$ cat src/rtl/cap_tmr_pkg.sv
package cap_tmr_pkg;
  localparam int ADDR_W = 4;

  localparam logic [ADDR_W-1:0] A_CTRL  = 4'd0;
  localparam logic [ADDR_W-1:0] A_PHASE = 4'd1;
  localparam logic [ADDR_W-1:0] A_PRD   = 4'd2;
  localparam logic [ADDR_W-1:0] A_CMP   = 4'd3;
  localparam logic [ADDR_W-1:0] A_CNT   = 4'd4;

  localparam int B_SWSYNC = 4;

  typedef enum logic [1:0] {
    SO_PASS = 2'b00,
    SO_PEQ  = 2'b01,
    SO_OFF0 = 2'b10,
    SO_OFF1 = 2'b11
  } so_sel_e;

  typedef struct packed {
    logic    pol;
    logic    mode;
    so_sel_e so_sel;
    logic    sync_en;
    logic    run;
  } ctrl_t;
endpackage

$ cat src/rtl/cap_tmr_regs.sv
module cap_tmr_regs
  import cap_tmr_pkg::*;
#(
  parameter int DW = 32
) (
  input  logic              clk,
  input  logic              rst_n,
  input  logic              wr_en,
  input  logic [ADDR_W-1:0] wr_addr,
  input  logic [DW-1:0]     wr_data,
  output ctrl_t             ctrl,
  output logic              sw_sync,
  output logic [DW-1:0]     phase,
  output logic [DW-1:0]     prd_sh,
  output logic [DW-1:0]     cmp_sh
);
  always_ff @(posedge clk) begin
    if (!rst_n) begin
      ctrl    <= '0;
      sw_sync <= 1'b0;
      phase   <= '0;
      prd_sh  <= '0;
      cmp_sh  <= '0;
    end else begin
      sw_sync <= wr_en && (wr_addr == A_CTRL) && wr_data[B_SWSYNC];
      if (wr_en) begin
        unique case (wr_addr)
          A_CTRL: begin
            ctrl.run     <= wr_data[0];
            ctrl.sync_en <= wr_data[1];
            ctrl.so_sel  <= so_sel_e'(wr_data[3:2]);
            ctrl.mode    <= wr_data[5];
            ctrl.pol     <= wr_data[6];
          end
          A_PHASE: phase  <= wr_data;
          A_PRD:   prd_sh <= wr_data;
          A_CMP:   cmp_sh <= wr_data;
          default: ;
        endcase
      end
    end
  end
endmodule

$ cat src/rtl/cap_tmr_tbase.sv
module cap_tmr_tbase
  import cap_tmr_pkg::*;
#(
  parameter int CNT_W = 32
) (
  input  logic             clk,
  input  logic             rst_n,
  input  ctrl_t            ctrl,
  input  logic             sw_sync,
  input  logic             sync_in,
  input  logic [CNT_W-1:0] phase,
  input  logic [CNT_W-1:0] prd_act,
  output logic [CNT_W-1:0] cnt,
  output logic             prd_eq,
  output logic             sync_out
);
  logic sync_evt;
  logic load;

  assign sync_evt = sync_in | sw_sync;
  assign load     = ctrl.sync_en & sync_evt;
  assign prd_eq   = (cnt == prd_act);

  always_ff @(posedge clk) begin
    if (!rst_n)                 cnt <= '0;
    else if (load)              cnt <= phase;
    else if (ctrl.mode && prd_eq) cnt <= '0;
    else if (ctrl.run)          cnt <= cnt + 1'b1;
  end

  always_comb begin
    unique case (ctrl.so_sel)
      SO_PASS: sync_out = sync_evt;
      SO_PEQ:  sync_out = prd_eq;
      default: sync_out = 1'b0;
    endcase
  end

  AST_CNT_FROZEN: assert property (@(posedge clk) disable iff (!rst_n)
    (!ctrl.run && !load && !(ctrl.mode && prd_eq)) |=> $stable(cnt));
  AST_CNT_STEP: assert property (@(posedge clk) disable iff (!rst_n)
    (ctrl.run && !load && !(ctrl.mode && prd_eq)) |=> cnt == $past(cnt) + 1'b1);
  AST_PHASE_LOAD: assert property (@(posedge clk) disable iff (!rst_n)
    load |=> cnt == $past(phase));
  AST_PWM_WRAP: assert property (@(posedge clk) disable iff (!rst_n)
    (ctrl.mode && prd_eq && !load) |=> cnt == '0);
endmodule

$ cat src/rtl/cap_tmr_pwm.sv
module cap_tmr_pwm #(
  parameter int CNT_W = 32
) (
  input  logic             clk,
  input  logic             rst_n,
  input  logic             mode,
  input  logic             pol,
  input  logic             prd_eq,
  input  logic [CNT_W-1:0] cnt,
  input  logic [CNT_W-1:0] prd_sh,
  input  logic [CNT_W-1:0] cmp_sh,
  output logic [CNT_W-1:0] prd_act,
  output logic             pwm_o
);
  logic [CNT_W-1:0] cmp_act;

  always_ff @(posedge clk) begin
    if (!rst_n) begin
      prd_act <= '0;
      cmp_act <= '0;
    end else if (mode && prd_eq) begin
      prd_act <= prd_sh;
      cmp_act <= cmp_sh;
    end
  end

  assign pwm_o = mode & ((cnt < cmp_act) ^ pol);

  AST_SHADOW_HOLD: assert property (@(posedge clk) disable iff (!rst_n)
    !mode |=> ($stable(prd_act) && $stable(cmp_act)));
endmodule

$ cat src/rtl/cap_tmr_capture.sv
module cap_tmr_capture #(
  parameter int CNT_W = 32,
  parameter int NCAP  = 4
) (
  input  logic                  clk,
  input  logic                  rst_n,
  input  logic                  mode,
  input  logic                  pin_in,
  input  logic [CNT_W-1:0]      cnt,
  output logic [NCAP*CNT_W-1:0] cap_flat
);
  localparam int PTR_W = (NCAP > 1) ? $clog2(NCAP) : 1;

  logic             pin_q;
  logic             rise;
  logic [PTR_W-1:0] ptr;

  assign rise = ~mode & pin_in & ~pin_q;

  always_ff @(posedge clk) begin
    if (!rst_n) begin
      pin_q <= 1'b0;
      ptr   <= '0;
    end else begin
      pin_q <= pin_in;
      if (rise) ptr <= (ptr == PTR_W'(NCAP - 1)) ? '0 : ptr + 1'b1;
    end
  end

  for (genvar g = 0; g < NCAP; g++) begin : g_slot
    logic [CNT_W-1:0] slot;
    always_ff @(posedge clk) begin
      if (!rst_n)                        slot <= '0;
      else if (rise && ptr == PTR_W'(g)) slot <= cnt;
    end
    assign cap_flat[g*CNT_W +: CNT_W] = slot;
  end

  AST_NO_CAP_IN_PWM: assert property (@(posedge clk) disable iff (!rst_n)
    mode |=> $stable(ptr));
endmodule

$ cat src/rtl/cap_tmr_top.sv
module cap_tmr_top
  import cap_tmr_pkg::*;
#(
  parameter int CNT_W = 32,
  parameter int NCAP  = 4
) (
  input  logic              clk,
  input  logic              rst_n,
  input  logic              wr_en,
  input  logic [ADDR_W-1:0] wr_addr,
  input  logic [CNT_W-1:0]  wr_data,
  input  logic [ADDR_W-1:0] rd_addr,
  output logic [CNT_W-1:0]  rd_data,
  input  logic              sync_in,
  output logic              sync_out,
  input  logic              pin_in,
  output logic              pin_out,
  output logic              pin_oe
);
  localparam int SLOT_W = $clog2(NCAP);

  ctrl_t                  ctrl;
  logic                   sw_sync;
  logic                   prd_eq;
  logic [CNT_W-1:0]       phase;
  logic [CNT_W-1:0]       prd_sh;
  logic [CNT_W-1:0]       cmp_sh;
  logic [CNT_W-1:0]       prd_act;
  logic [CNT_W-1:0]       cnt;
  logic [NCAP*CNT_W-1:0]  cap_flat;

  cap_tmr_regs #(.DW(CNT_W)) i_regs (
    .clk, .rst_n, .wr_en, .wr_addr, .wr_data,
    .ctrl, .sw_sync, .phase, .prd_sh, .cmp_sh
  );

  cap_tmr_tbase #(.CNT_W(CNT_W)) i_tbase (
    .clk, .rst_n, .ctrl, .sw_sync, .sync_in, .phase, .prd_act,
    .cnt, .prd_eq, .sync_out
  );

  cap_tmr_pwm #(.CNT_W(CNT_W)) i_pwm (
    .clk, .rst_n, .mode(ctrl.mode), .pol(ctrl.pol), .prd_eq, .cnt,
    .prd_sh, .cmp_sh, .prd_act, .pwm_o(pin_out)
  );

  cap_tmr_capture #(.CNT_W(CNT_W), .NCAP(NCAP)) i_cap (
    .clk, .rst_n, .mode(ctrl.mode), .pin_in, .cnt, .cap_flat
  );

  assign pin_oe = ctrl.mode;

  always_comb begin
    rd_data = '0;
    if (rd_addr[3]) begin
      if (32'(rd_addr[2:0]) < NCAP)
        rd_data = cap_flat[32'(rd_addr[SLOT_W-1:0]) * CNT_W +: CNT_W];
    end else begin
      unique case (rd_addr)
        A_CTRL:  rd_data = CNT_W'({ctrl.pol, ctrl.mode, 1'b0, ctrl.so_sel,
                                   ctrl.sync_en, ctrl.run});
        A_PHASE: rd_data = phase;
        A_PRD:   rd_data = prd_sh;
        A_CMP:   rd_data = cmp_sh;
        A_CNT:   rd_data = cnt;
        default: rd_data = '0;
      endcase
    end
  end
endmodule

$ cat config.mk
export PLATFORM = sky130hd
export DESIGN_NAME = cap_tmr_top
export DESIGN_NICKNAME = d
export VERILOG_FILES = /design/src/rtl/cap_tmr_pkg.sv /design/src/rtl/cap_tmr_regs.sv /design/src/rtl/cap_tmr_tbase.sv /design/src/rtl/cap_tmr_pwm.sv /design/src/rtl/cap_tmr_capture.sv /design/src/rtl/cap_tmr_top.sv
export SDC_FILE = /design/constraint.sdc
export NUM_CORES = 1
export LEC_CHECK = 0
export BUFFER_PORTS_ARGS = -buffer_cell sky130_fd_sc_hd__buf_2
export CAP_MARGIN = 20
export CORE_MARGIN = 4
export CORE_UTILIZATION = 45
export DETAILED_ROUTE_END_ITERATION = 10
export PLACE_DENSITY = 0.69
export SLEW_MARGIN = 10
export SYNTH_ARGS = -nofsm -noshare
export SYNTH_HDL_FRONTEND = slang
export SYNTH_SLANG_ARGS = --single-unit
$ cat constraint.sdc
create_clock -name clk -period 2.9 [get_ports clk]
set_input_delay 0.145 -clock clk [delete_from_list [all_inputs] [get_ports clk]]
set_output_delay 0.145 -clock clk [all_outputs]
set_load 0.02 [all_outputs]
==> metrics list <==
- Of the cells placed in the final design, the portion with a size suffix greater than 1 is 0.142.
- Clock Path Buffers: 3
- In this run, synthesis inferred 0 flip-flops with an integrated enable.
* Area enclosed by the die boundary: roughly 39000 um^2
- The worst-case IR drop observed on VDD is 0.591 mV.
- CP Capture Point: pin_out
* Remaining global-route overflow: 0
- Status: finished, final reports clean
- Footprint of the flip-flops and latches: 6620 um^2
* Total via count in the routed design: 13800
- Final weighted congestion of routability-driven global placement: 0.914
- Final Hold Viols: 0
- CP Max Fanout: 2
- In this run, synthesis produced a sequential element count of 330.
* Iteration-0 DRC Markers: approximately 1500
- The floorplan has 68 rows.
- The most used flip-flop cell after synthesis is sky130_fd_sc_hd__dfxtp_1.
- For this run, the top clock speed supported by timing is 349 MHz.
- Endpoints failing setup: 0
* Io pins: 80
- Yosys attributes the largest share of cell area to sky130_fd_sc_hd__dfxtp_1 (41%), sky130_fd_sc_hd__nand2_1 (12%), sky130_fd_sc_hd__a21boi_0 (11%).
* DRC violations left: 0
- Die width: 197 um
* WP data arrival: 2.72 ns
- Worst slack, placed: 0.302 ns
- Maximum level of the CTS H-tree: 2
- Area growth from synthesis to layout: 16.3%
* Effective utilization at floorplan: 0.460
- The tool flagged a number of max-cap violations equal to 0.
- The endpoint identified for the worst register-to-register timing path is i_tbase.cnt[21].
- The worst register-to-register path begins at i_tbase.cnt[6].
* CTS Sinks: 330
- Measured against its own limit, the worst slew margin works out to 0.316.
- The first detailed-routing pass ran for 6 iterations.
- Number of distinct library cells after synthesis: 54
- Count of fill cells added during filler insertion: around 3200
* Area of the placeable core: 34800 um^2
- The detail route stage leaves a number of antenna-violating nets equal to 0.
- The worst setup path is captured at a primary output.
* Clock input transition at the sequential cells of the worst setup and hold paths: around 0.060 ns
* Pwr/cell area: around 550 nW/um^2
- The number of placed instances, taps included, is 2319.
- 0 antenna diodes ended up in the layout.
- Wires add up to 50000 um.
* Clock tree from TritonCTS: done
* Net count after synthesis: 1963
- Of all cell types, the one taking the most synthesized area is sky130_fd_sc_hd__dfxtp_1.
- Insertion delay to the later sink of the worst-skew pair: 0.53 ns
- Summing all multi-input logic gate instances after layout gives 8650 um^2.
- The finished layout holds roughly 2400 standard cells, fillers aside.
* Critical path startpoint category: register
* Top cells by instance count after synthesis: sky130_fd_sc_hd__nand2_1 (530), sky130_fd_sc_hd__dfxtp_1 (330), sky130_fd_sc_hd__a21boi_0 (230)
- The analysis attributes to cell leakage a power of 0.00692 uW.
* Post-layout net count: ~2000
- The min-delay analysis places its worst path in the category in2reg.
- Synthesis produced a netlist whose cell count is approximately 1900.
- The number of global-route vias before repair came to 13600.
- For this run, the total global-route usage over all layers was measured as 0.250.
- Maximum number of pins on one net before global-route repair: around 190
- The final-report max-slew violation count is 0.
- Post-synthesis async set-or-reset flop share: 0
* Final Worst Setup Slack: 0.0362 ns
* Yosys warns: 0
- Measured in cells, the most critical reg-to-reg path has a length of 6.
* Final cycle utilization of the critical path: 0.988
- Worst setup startpoint: i_pwm.cmp_act[13]
- At the pin with the least slew margin, the transition time is around 1.0 ns.
- sky130_fd_sc_hd__nand2_1 is the most common cell in the netlist.
- Buffers placed on the I/O ports in this run total between 70 and 80.
- Netlist area before placement: 16000 um^2
- Root Driver: sky130_fd_sc_hd__clkbuf_16
- Setup Crit Path Kind: reg2out
- Required time reported for the critical path endpoint: 2.76 ns
* Final setup skew: 0.0164 ns
- Each instance of the synthesized netlist takes up on average 8.51 um^2.
* Post-detail-place hpwl: approximately 32000 um
- Number of CTS-inserted buffers: 38
* Area share of the largest cell type after synthesis: 0.413
* Ratio of routed vias to standard cells: ~5.7
- First-pass GRT wire length: ~77000 um
- The initial antenna violation count is 1.
* Proportion of synthesized chip area in sequential cells: 0.413
* WL/cell: 20.7 um
* Slack of the worst reg-to-reg path: 0.34 ns
* Die Y: slightly below 200 um
- Final period demand of the worst path: 2.86 ns
[kinds of logic after synthesis]
| kind of cell | share of synthesized area |
|---|---|
| AOI/OAI and AO/OA | 0.173 |
| xor gates and xnor gates | 0.0274 |
| adders and majority gates | 0.0281 |
| buffers and inverters | 0.0532 |
| DFF | 0.413 |
| muxes | 0.0953 |
| and+or+nand+nor | 0.210 |
[cells in the final DEF (no fill, tap or decap), types with 11 or more instances in the layout]
master                            n
sky130_fd_sc_hd__a21boi_0       230
sky130_fd_sc_hd__a21oi_1         18
sky130_fd_sc_hd__a22oi_1         58
sky130_fd_sc_hd__buf_2           77
sky130_fd_sc_hd__buf_4           64
sky130_fd_sc_hd__clkbuf_16       39
sky130_fd_sc_hd__dfxtp_1        322
sky130_fd_sc_hd__dlygate4sd3_1   33
sky130_fd_sc_hd__ha_1            35
sky130_fd_sc_hd__inv_1           42
sky130_fd_sc_hd__mux2i_1         76
sky130_fd_sc_hd__mux4_2          32
sky130_fd_sc_hd__nand2_1        530
sky130_fd_sc_hd__nand3_1         51
sky130_fd_sc_hd__nand4_1         21
sky130_fd_sc_hd__nor2_1          33
sky130_fd_sc_hd__nor2b_1         73
sky130_fd_sc_hd__nor3_1          11
sky130_fd_sc_hd__o21ai_0         22
sky130_fd_sc_hd__xnor2_1         40
[timing repair]
item / 4_1_cts / 5_1_grt
hold buffers: 33 / 0
gates resized for setup: 13 / 13
hold endpoints to repair: 104 / 0
buffers inserted: 0 / 0
pin swaps: 2 / 3
endpoints found under the setup margin: 2 / 2
[worst min path at each step]
| stage | startpoint | to | cells after the start |
|---|---|---|---|
| after detailed placement | pin_in | i_cap.pin_q | 2 |
| after global placement | pin_in | i_cap.pin_q | 2 |
| after floorplan | pin_in | i_cap.pin_q | 1 |
| after global routing | rst_n | i_tbase.cnt[21] | 2 |
| final | rst_n | i_tbase.cnt[21] | 2 |
| after CTS | rst_n | i_tbase.cnt[21] | 2 |
[final cells by class]
cell class | count | area share
Clock buffer | 56 | 0.0607
Clock inverter | 10 | 0.0114
Inverter | 42 | 0.00847
Multi-Input combinational cell | 1346 | 0.464
Sequential cell | 330 | 0.355
Tap cell | 455 | 0.0306
Timing Repair Buffer | 179 | 0.0691
[per-layer routing]
layer	up-vias	global-route usage	wire (um)
met5	-	0	7
met4	2	0.0842	1530
met3	111	0.0414	4550
met2	627	0.398	22500
met1	6541	0.347	21500
li1	6481	-	-
[worst max-delay path, stage by stage (launching register included)]
cell and delay (ns):
sky130_fd_sc_hd__dfxtp_1 0.33, sky130_fd_sc_hd__inv_1 0.05, sky130_fd_sc_hd__ha_1 0.31, sky130_fd_sc_hd__a211oi_2 0.20, sky130_fd_sc_hd__nor2_1 0.07, sky130_fd_sc_hd__a211o_1 0.31, sky130_fd_sc_hd__o21ai_2 0.18, sky130_fd_sc_hd__a21oi_1 0.08
sky130_fd_sc_hd__or3b_2 0.49, sky130_fd_sc_hd__buf_4 0.18
[metrics by stage]
step / power (uW) / hold WS, ns / cell area [um^2] / TNS [ns] / utilization
floorplan: 4940 / 0.267 / 16000 / 0 / -
global placement: 5130 / 0.361 / 16900 / 0 / 0.485
detailed placement: 5140 / 0.374 / 16900 / 0 / 0.485
CTS: 10300 / 0.0179 / 18600 / 0 / 0.534
global route: 10500 / 0.0463 / 18600 / -0.0270 / 0.535
finish: 10200 / 0.0308 / 18600 / 0 / 0.535
[flip-flops by register name, summed over array words and instances (netlist names)]
name and count:
i_regs.sw_sync 1, i_regs.cmp_sh 32, i_tbase.cnt 32, i_cap.ptr 2, i_cap.pin_q 1, i_regs.phase 32
i_cap.g_slot.slot 128, i_regs.prd_sh 32, i_regs.ctrl 6, i_pwm.cmp_act 32, i_pwm.prd_act 32
[power breakdown]
part	internal (uW)	switching, uW
combinational	188	322
sequential	4560	22.6
clock	3230	1920
No activity file was read; power rests on OpenSTA's default activity.
